==> src/rtl/pwrctl_pkg.sv <==
package pwrctl_pkg;

    // Control register image, bits 3..0 (upper data bits read as zero)
    typedef struct packed {
        logic pd_arm;     // bit 3
        logic idle_arm;   // bit 2
        logic pd_mode;    // bit 1
        logic idle_mode;  // bit 0
    } pctl_state_t;

    localparam int unsigned PCTL_BITS = $bits(pctl_state_t);

    localparam pctl_state_t PCTL_CLEAR = '0;

    function automatic pctl_state_t pctl_from_bits(input logic [PCTL_BITS-1:0] b);
        return pctl_state_t'(b);
    endfunction

endpackage

==> src/rtl/pwrctl_sync.sv <==
module pwrctl_sync #(
    parameter int unsigned STAGES    = 2,
    parameter logic        RESET_VAL = 1'b1
) (
    input  logic clk,
    input  logic rst,
    input  logic async_i,
    output logic sync_o
);
    localparam int unsigned LAST = STAGES - 1;

    logic [LAST:0] stg_q;

    generate
        if (STAGES == 1) begin : g_single
            always_ff @(posedge clk) begin
                if (rst) stg_q <= RESET_VAL;
                else     stg_q <= async_i;
            end
        end else begin : g_chain
            always_ff @(posedge clk) begin
                if (rst) stg_q <= {STAGES{RESET_VAL}};
                else     stg_q <= {stg_q[LAST-1:0], async_i};
            end
        end
    endgenerate

    assign sync_o = stg_q[LAST];

endmodule

==> src/rtl/pwrctl_seq.sv <==
module pwrctl_seq
    import pwrctl_pkg::*;
#(
    parameter int unsigned     ADDR_W    = 8,
    parameter int unsigned     DATA_W    = 8,
    parameter logic [ADDR_W-1:0] CTRL_ADDR = 8'h87
) (
    input  logic              clk,
    input  logic              rst,
    input  logic              bus_valid,
    input  logic              bus_write,
    input  logic [ADDR_W-1:0] bus_addr,
    input  logic [DATA_W-1:0] bus_wdata,
    input  logic              en_ok,
    input  logic              wake,
    output pctl_state_t       state_o
);
    pctl_state_t st_q, st_d, wr_img;
    logic        ctrl_wr, want_idle, want_pd;

    logic unused_hi;
    assign unused_hi = ^bus_wdata[DATA_W-1:PCTL_BITS];

    assign wr_img    = pctl_from_bits(bus_wdata[PCTL_BITS-1:0]);
    assign ctrl_wr   = bus_valid && bus_write && (bus_addr == CTRL_ADDR);
    assign want_idle = wr_img.idle_mode && st_q.idle_arm && en_ok;
    assign want_pd   = wr_img.pd_mode   && st_q.pd_arm   && en_ok;

    always_comb begin
        st_d = st_q;
        if (wake) begin
            st_d.idle_mode = 1'b0;
            st_d.idle_arm  = 1'b0;
            st_d.pd_arm    = 1'b0;
        end else if (ctrl_wr) begin
            st_d.idle_arm = wr_img.idle_arm;
            st_d.pd_arm   = wr_img.pd_arm;
            if (want_pd) begin
                st_d.pd_mode   = 1'b1;
                st_d.idle_mode = 1'b0;
            end else if (want_idle && !st_q.pd_mode) begin
                st_d.idle_mode = 1'b1;
            end
        end else if (bus_valid) begin
            st_d.idle_arm = 1'b0;
            st_d.pd_arm   = 1'b0;
        end
    end

    always_ff @(posedge clk) begin
        if (rst) st_q <= PCTL_CLEAR;
        else     st_q <= st_d;
    end

    assign state_o = st_q;

    // no mode may rise unless the synchronised permit allowed it
    p_blocked_r2: assert property (@(posedge clk) disable iff (rst)
        ($rose(st_q.idle_mode) || $rose(st_q.pd_mode)) |-> $past(en_ok));

    // entry only follows an arm set by the previous access
    p_need_arm_r5: assert property (@(posedge clk) disable iff (rst)
        $rose(st_q.idle_mode) |-> $past(st_q.idle_arm));

    p_need_pd_arm_r5: assert property (@(posedge clk) disable iff (rst)
        $rose(st_q.pd_mode) |-> $past(st_q.pd_arm));

    // modes are exclusive
    p_exclusive_r7: assert property (@(posedge clk) disable iff (rst)
        !(st_q.idle_mode && st_q.pd_mode));

    // wake ends idle and drops arms
    p_wake_r8: assert property (@(posedge clk) disable iff (rst)
        wake |=> (!st_q.idle_mode && !st_q.idle_arm && !st_q.pd_arm));

    // power-down is sticky until reset
    p_pd_sticky_r9: assert property (@(posedge clk) disable iff (rst)
        st_q.pd_mode |=> st_q.pd_mode);

endmodule

==> src/rtl/pwrmode_guard.sv <==
module pwrmode_guard
    import pwrctl_pkg::*;
#(
    parameter int unsigned       ADDR_W      = 8,
    parameter int unsigned       DATA_W      = 8,
    parameter logic [ADDR_W-1:0] CTRL_ADDR   = 8'h87,
    parameter int unsigned       SYNC_STAGES = 2
) (
    input  logic              clk,
    input  logic              rst,
    input  logic              bus_valid,
    input  logic              bus_write,
    input  logic [ADDR_W-1:0] bus_addr,
    input  logic [DATA_W-1:0] bus_wdata,
    output logic [DATA_W-1:0] bus_rdata,
    input  logic              pwr_en_n,
    input  logic              wake_irq,
    output logic              idle_req,
    output logic              pd_req
);
    logic        en_n_sync;
    pctl_state_t st;

    pwrctl_sync #(
        .STAGES    (SYNC_STAGES),
        .RESET_VAL (1'b1)
    ) u_sync (
        .clk     (clk),
        .rst     (rst),
        .async_i (pwr_en_n),
        .sync_o  (en_n_sync)
    );

    pwrctl_seq #(
        .ADDR_W    (ADDR_W),
        .DATA_W    (DATA_W),
        .CTRL_ADDR (CTRL_ADDR)
    ) u_seq (
        .clk       (clk),
        .rst       (rst),
        .bus_valid (bus_valid),
        .bus_write (bus_write),
        .bus_addr  (bus_addr),
        .bus_wdata (bus_wdata),
        .en_ok     (!en_n_sync),
        .wake      (wake_irq),
        .state_o   (st)
    );

    always_comb begin
        bus_rdata = '0;
        if (bus_addr == CTRL_ADDR) bus_rdata[PCTL_BITS-1:0] = st;
    end

    assign idle_req = st.idle_mode;
    assign pd_req   = st.pd_mode;

    // outputs low the cycle after reset
    p_reset_clear_r1: assert property (@(posedge clk)
        rst |=> (!idle_req && !pd_req));

endmodule

==> config.mk <==
export PLATFORM = sky130hd
export DESIGN_NAME = pwrmode_guard
export DESIGN_NICKNAME = d
export VERILOG_FILES = /design/src/rtl/pwrctl_pkg.sv /design/src/rtl/pwrctl_sync.sv /design/src/rtl/pwrctl_seq.sv /design/src/rtl/pwrmode_guard.sv
export SDC_FILE = /design/constraint.sdc
export NUM_CORES = 1
export LEC_CHECK = 0
export ABC_CLOCK_PERIOD_IN_PS = 1040
export CAP_MARGIN = 20
export CORE_AREA = 5 5 42 44
export CTS_CLUSTER_SIZE = 24
export DETAILED_ROUTE_END_ITERATION = 16
export DIE_AREA = 0 0 47 49
export DONT_BUFFER_PORTS = 1
export SKIP_LAST_GASP = 1
export SYNTH_ARGS = -nofsm -noshare
export SYNTH_HDL_FRONTEND = slang
export SYNTH_HIERARCHICAL = 1
export SYNTH_SLANG_ARGS = --single-unit
export TNS_END_PERCENT = 1
==> constraint.sdc <==
create_clock -name clk -period 1.04 [get_ports clk]
set_input_delay 0.052 -clock clk [delete_from_list [all_inputs] [get_ports clk]]
set_output_delay 0.052 -clock clk [all_outputs]
set_load 0.005 [all_outputs]
---- Word-level counts from Yosys, hierarchy flattened ----
Cells that the tools add are included.
operators by class
  bitwise logic cells ..................... 1
  mux-type cells .......................... 5
  equality and inequality tests ........... 1
  reductions and logical operators ........ 14
operators with widths
  kind                                        number
  equality test 8 bit, second input constant  1
  logical AND 1 bit                           7
  two-way mux 2 bit                           2
  two-way mux 4 bit                           1
  nonzero test 2 bit                          2
  AND reduction 3 bit                         1
  logical NOT 1 bit                           2
  two-way mux 1 bit                           2
  AND reduction 2 bit                         1
  OR reduction 2 bit                          1
  NOT 1 bit                                   1
word-level totals
  output and inout port bits .............. 10
  register bits after elaboration ......... 6
  logic and storage cells ................. 26
  input bits .............................. 22

---- Logic depth before layout (Yosys ltp) ----
  depth in word-level cells ............... 5
  gate-level depth with buffers ........... 4
  gate-level depth less buffers ........... 4

---- By module ----
The synthesis kept the hierarchy.
by module, submodules not included
  module         area an instance (um^2)  cells an instance  times used  sequential area each (um^2)
  pwrctl_seq     216.5                    23                 1           80.1
  pwrmode_guard  95.1                     16                 1           0.0
  pwrctl_sync    52.6                     4                  1           40.0

---- Worst setup path before layout ----
Ideal clock, no wire load.
  path kind ............................... reg2reg
  start point ............................. register u_sync.stg_q[1]
  end point ............................... register u_seq.st_q, in the netlist u_seq/state_o[1]
  setup slack ............................. 0.066 ns
  period minus slack after synthesis ...... 0.974 ns
  required time ........................... 0.923 ns
  stages on the path, launching flop included .. 5
  setup time .............................. 0.117 ns
  path buffers ............................ 0
  data arrival time ....................... 0.856 ns
  cell sequence ........................... dfxtp_1 > inv_1 > and3_1 > and4_4 > a22o_2
between the ends
  cells in the longest elaborated chain, start to end .. 3
RTL lines
  what                           line                 source
  from (decl)                    pwrctl_sync.sv:12    logic [LAST:0] stg_q;
  from (signal assigned)         pwrctl_sync.sv:22    if (rst) stg_q <= {STAGES{RESET_VAL}};
  from (signal assigned)         pwrctl_sync.sv:23    else stg_q <= {stg_q[LAST-1:0], async_i};
  logical NOT 1 bit              pwrmode_guard.sv:45  .en_ok (!en_n_sync),
  logical AND 1 bit              pwrctl_seq.sv:27     assign want_pd = wr_img.pd_mode && st_q.pd_arm && en_ok;
  AND reduction 3 bit (no line)  -
  to (signal assigned)           pwrctl_seq.sv:52     else st_q <= st_d;
  to (decl)                      pwrctl_seq.sv:18     pctl_state_t st_q, st_d, wr_img;
Every way passes these cells.
A chain may end at the register's enable or synchronous reset.

---- Worst setup path in the final report ----
Same ends and word-level chain as after synthesis.

==> impl_metrics.csv <==
group,metric,value,unit
run_status,status,"completed",
global_route,grt.total_usage,0.0868,
yosys,syn_inst,43,
clocking,h-tree-depth,1,
global_route,antenna_found_initial,0,
yosys,synth.avg_cell_area,8.47,um2
critical_path,cp.arrival,1140,ps
sta,timing.hold.ws,15.0,ps
sta,min_period,1010,ps
critical_path,cp_num_buf_inv,1,
critical_path,timing.rr.start,"u_sync/stg_q[1]",
critical_path,crit_chain,"inv_1 -> and3_1 -> and4_4 -> a22o_2",
critical_path,cp-startpoint,"u_sync/stg_q[1]",
clocking,clock_path_buffers,2,
critical_path,critPathTopFamily,"simple AND/OR/NAND/NOR gates",
clocking,clk_latency,240,ps
clocking,postCtsSetupRepairBufs,0,
global_route,grt_first_pass_wirelength,1370,um
sta,setup_tns,0,ps
floorplanning,dieArea,0.00230,mm2
drt,routed_wl,897,um
hold_path,holdCritPathClass,"in2reg",
yosys,yosysUniqueCellTypes,18,
clocking,cts_made_buffers,3,
power,ir_worst_vdd,457,uV
drt,drt-pass1-iter-count,2,
layout,register_area,120,um2
power,p_total,0.495,mW
sta,final.setup.worst_slack,31.5,ps
sta,drv_slew,0,
yosys,ys_seq_elements,6,
floorplanning,die_y,49,um
run,cap_violations,0,
drt,dr_total_vias,313,
sta,period_share,0.970,
placed_design,pre_cts_ws,39.4,ps
layout,final_common_cell,"inv_1",
clocking,cts_tree,"built",
critical_path,end_kind,"register",
sta,setup_viol_count_final,0,
floorplanning,io_pins,32,
global_route,grt_overflow_total,0,
clocking,cts.sink_count,6,
power,p_leak,0.171,nW
critical_path,path_max_fanout,2,
power,pwr_density_cell,1070,mW/mm2
floorplanning,core_area,0.00140,mm2
layout,final_nets,76,
layout,antenna_cells,0,
yosys,ys_seq_area_frac,0.330,
yosys,yosys_warnings,6,
drt,ant_nets,0,
layout,final_util,0.330,
layout,final_cell_mix,"7 x inv_1, 6 x dfxtp_1, 5 x dlygate4sd3_1",
sta,max_freq,0.992,GHz
critical_path,worstPathRequired,1170,ps
placed_design,dp_hpwl,755,um
drt,wl_per_cell,13.2,um
sta,rsz0062_at_grt,"true",
global_route,grt_pass1_vias,328,
hold_path,min-delay-start,"rst",
layout,syn_to_final_growth,27.1,%
clocking,cts_root_buf,"clkbuf_4",
critical_path,worstSetupPathType,"reg2reg",
critical_path,cp-start-kind,"register",
drt,viasPerCell,4.60,
placed_design,io_buffers,0,
clocking,path_clk_slew,50,ps
floorplanning,num_rows,14,
floorplanning,die-width,47,um
yosys,syn-cell-area,364,um2
critical_path,slowest_stage,"dfxtp_1",
layout,multiInputGateArea,209,um2
global_route,grt_max_degree,5,
layout,drive_gt1_frac,0.231,
placed_design,place.gp.congestion,0.699,
sta,finClkSkew,0.462,ps
sta,finalHoldViolCount,0,
layout,nFillCells,167,
drt,drc_errors,0,
drt,dr.first_iter.drc_count,2,
critical_path,slowest_delay,300,ps
floorplanning,start_util,0.260,
==> logic make-up after synthesis <==
logic type / after synthesis / synth area share
AND/OR/NAND/NOR: 21 / 0.416
buffers and inverters: 11 / 0.155
AO/OA/AOI/OAI: 4 / 0.0893
other: 1 / 0.0103
flip-flops: 6 / 0.330
==> flip-flops by register name (all words and copies together) (netlist names) <==
register,cells
u_seq/state_o,4
u_sync/stg_q,2
==> metal layers <==
metal	up-vias	GRT usage	wire length, um
li1	161	-	-
met1	133	0.108	346
met2	17	0.0995	387
met3	2	0.0554	157
met4	0	0.0691	5
met5	-	0	0
==> power breakdown <==
part	internal [mW]	total (mW)	switching, mW
registers	0.234	0.235	0.000630
clock network	0.131	0.216	0.0857
logic	0.0248	0.0440	0.0191
==> cell usage after synthesis (all sizes together) <==
cell     n  area, um2
a211oi   1       12.5
a21oi    2       10.0
a22o     1       10.0
and3     1       6.26
and4     1       11.3
and4b    3       33.8
buf      4       30.0
conb     1       3.75
dfxtp    6        120
inv      7       26.3
nand2b   2       12.5
nand4    3       18.8
nand4bb  2       22.5
nor2     2       7.51
nor3     4       20.0
or2      3       18.8
==> stage by stage <==
step           instance area [um2]  instances
4_1_cts                        458         68
2_1_floorplan                  375         46
5_1_grt                        463         68
6_report                       463         68
3_5_place_dp                   380         60
3_3_place_gp                   380         60
==> what timing repair did <==
item | in CTS | in global routing
hold endpoints to repair | 5 | 0
endpoints found under the setup margin | 2 | 4
resized for setup | 1 | 1
hold buffers | 5 | 0
==> final cells by class <==
class | instances | area share
Multi-Input combinational cell | 29 | 0.451
Sequential cell | 6 | 0.259
Timing Repair Buffer | 7 | 0.141
Inverter | 7 | 0.0568
Clock buffer | 3 | 0.0486
Tap cell | 16 | 0.0432
==> final timing paths <==
| check | end | slack, ps | depth (start not counted) |
|---|---|---|---|
| max | u_seq/state_o[1] | 30 | 4 |
| max reg2reg | u_seq/state_o[1] | 30 | 4 |
| min reg2reg | u_sync/stg_q[1] | 400 | 1 |
| min | u_seq/state_o[0] | 10 | 2 |
Power figures use the tool's default switching activity.
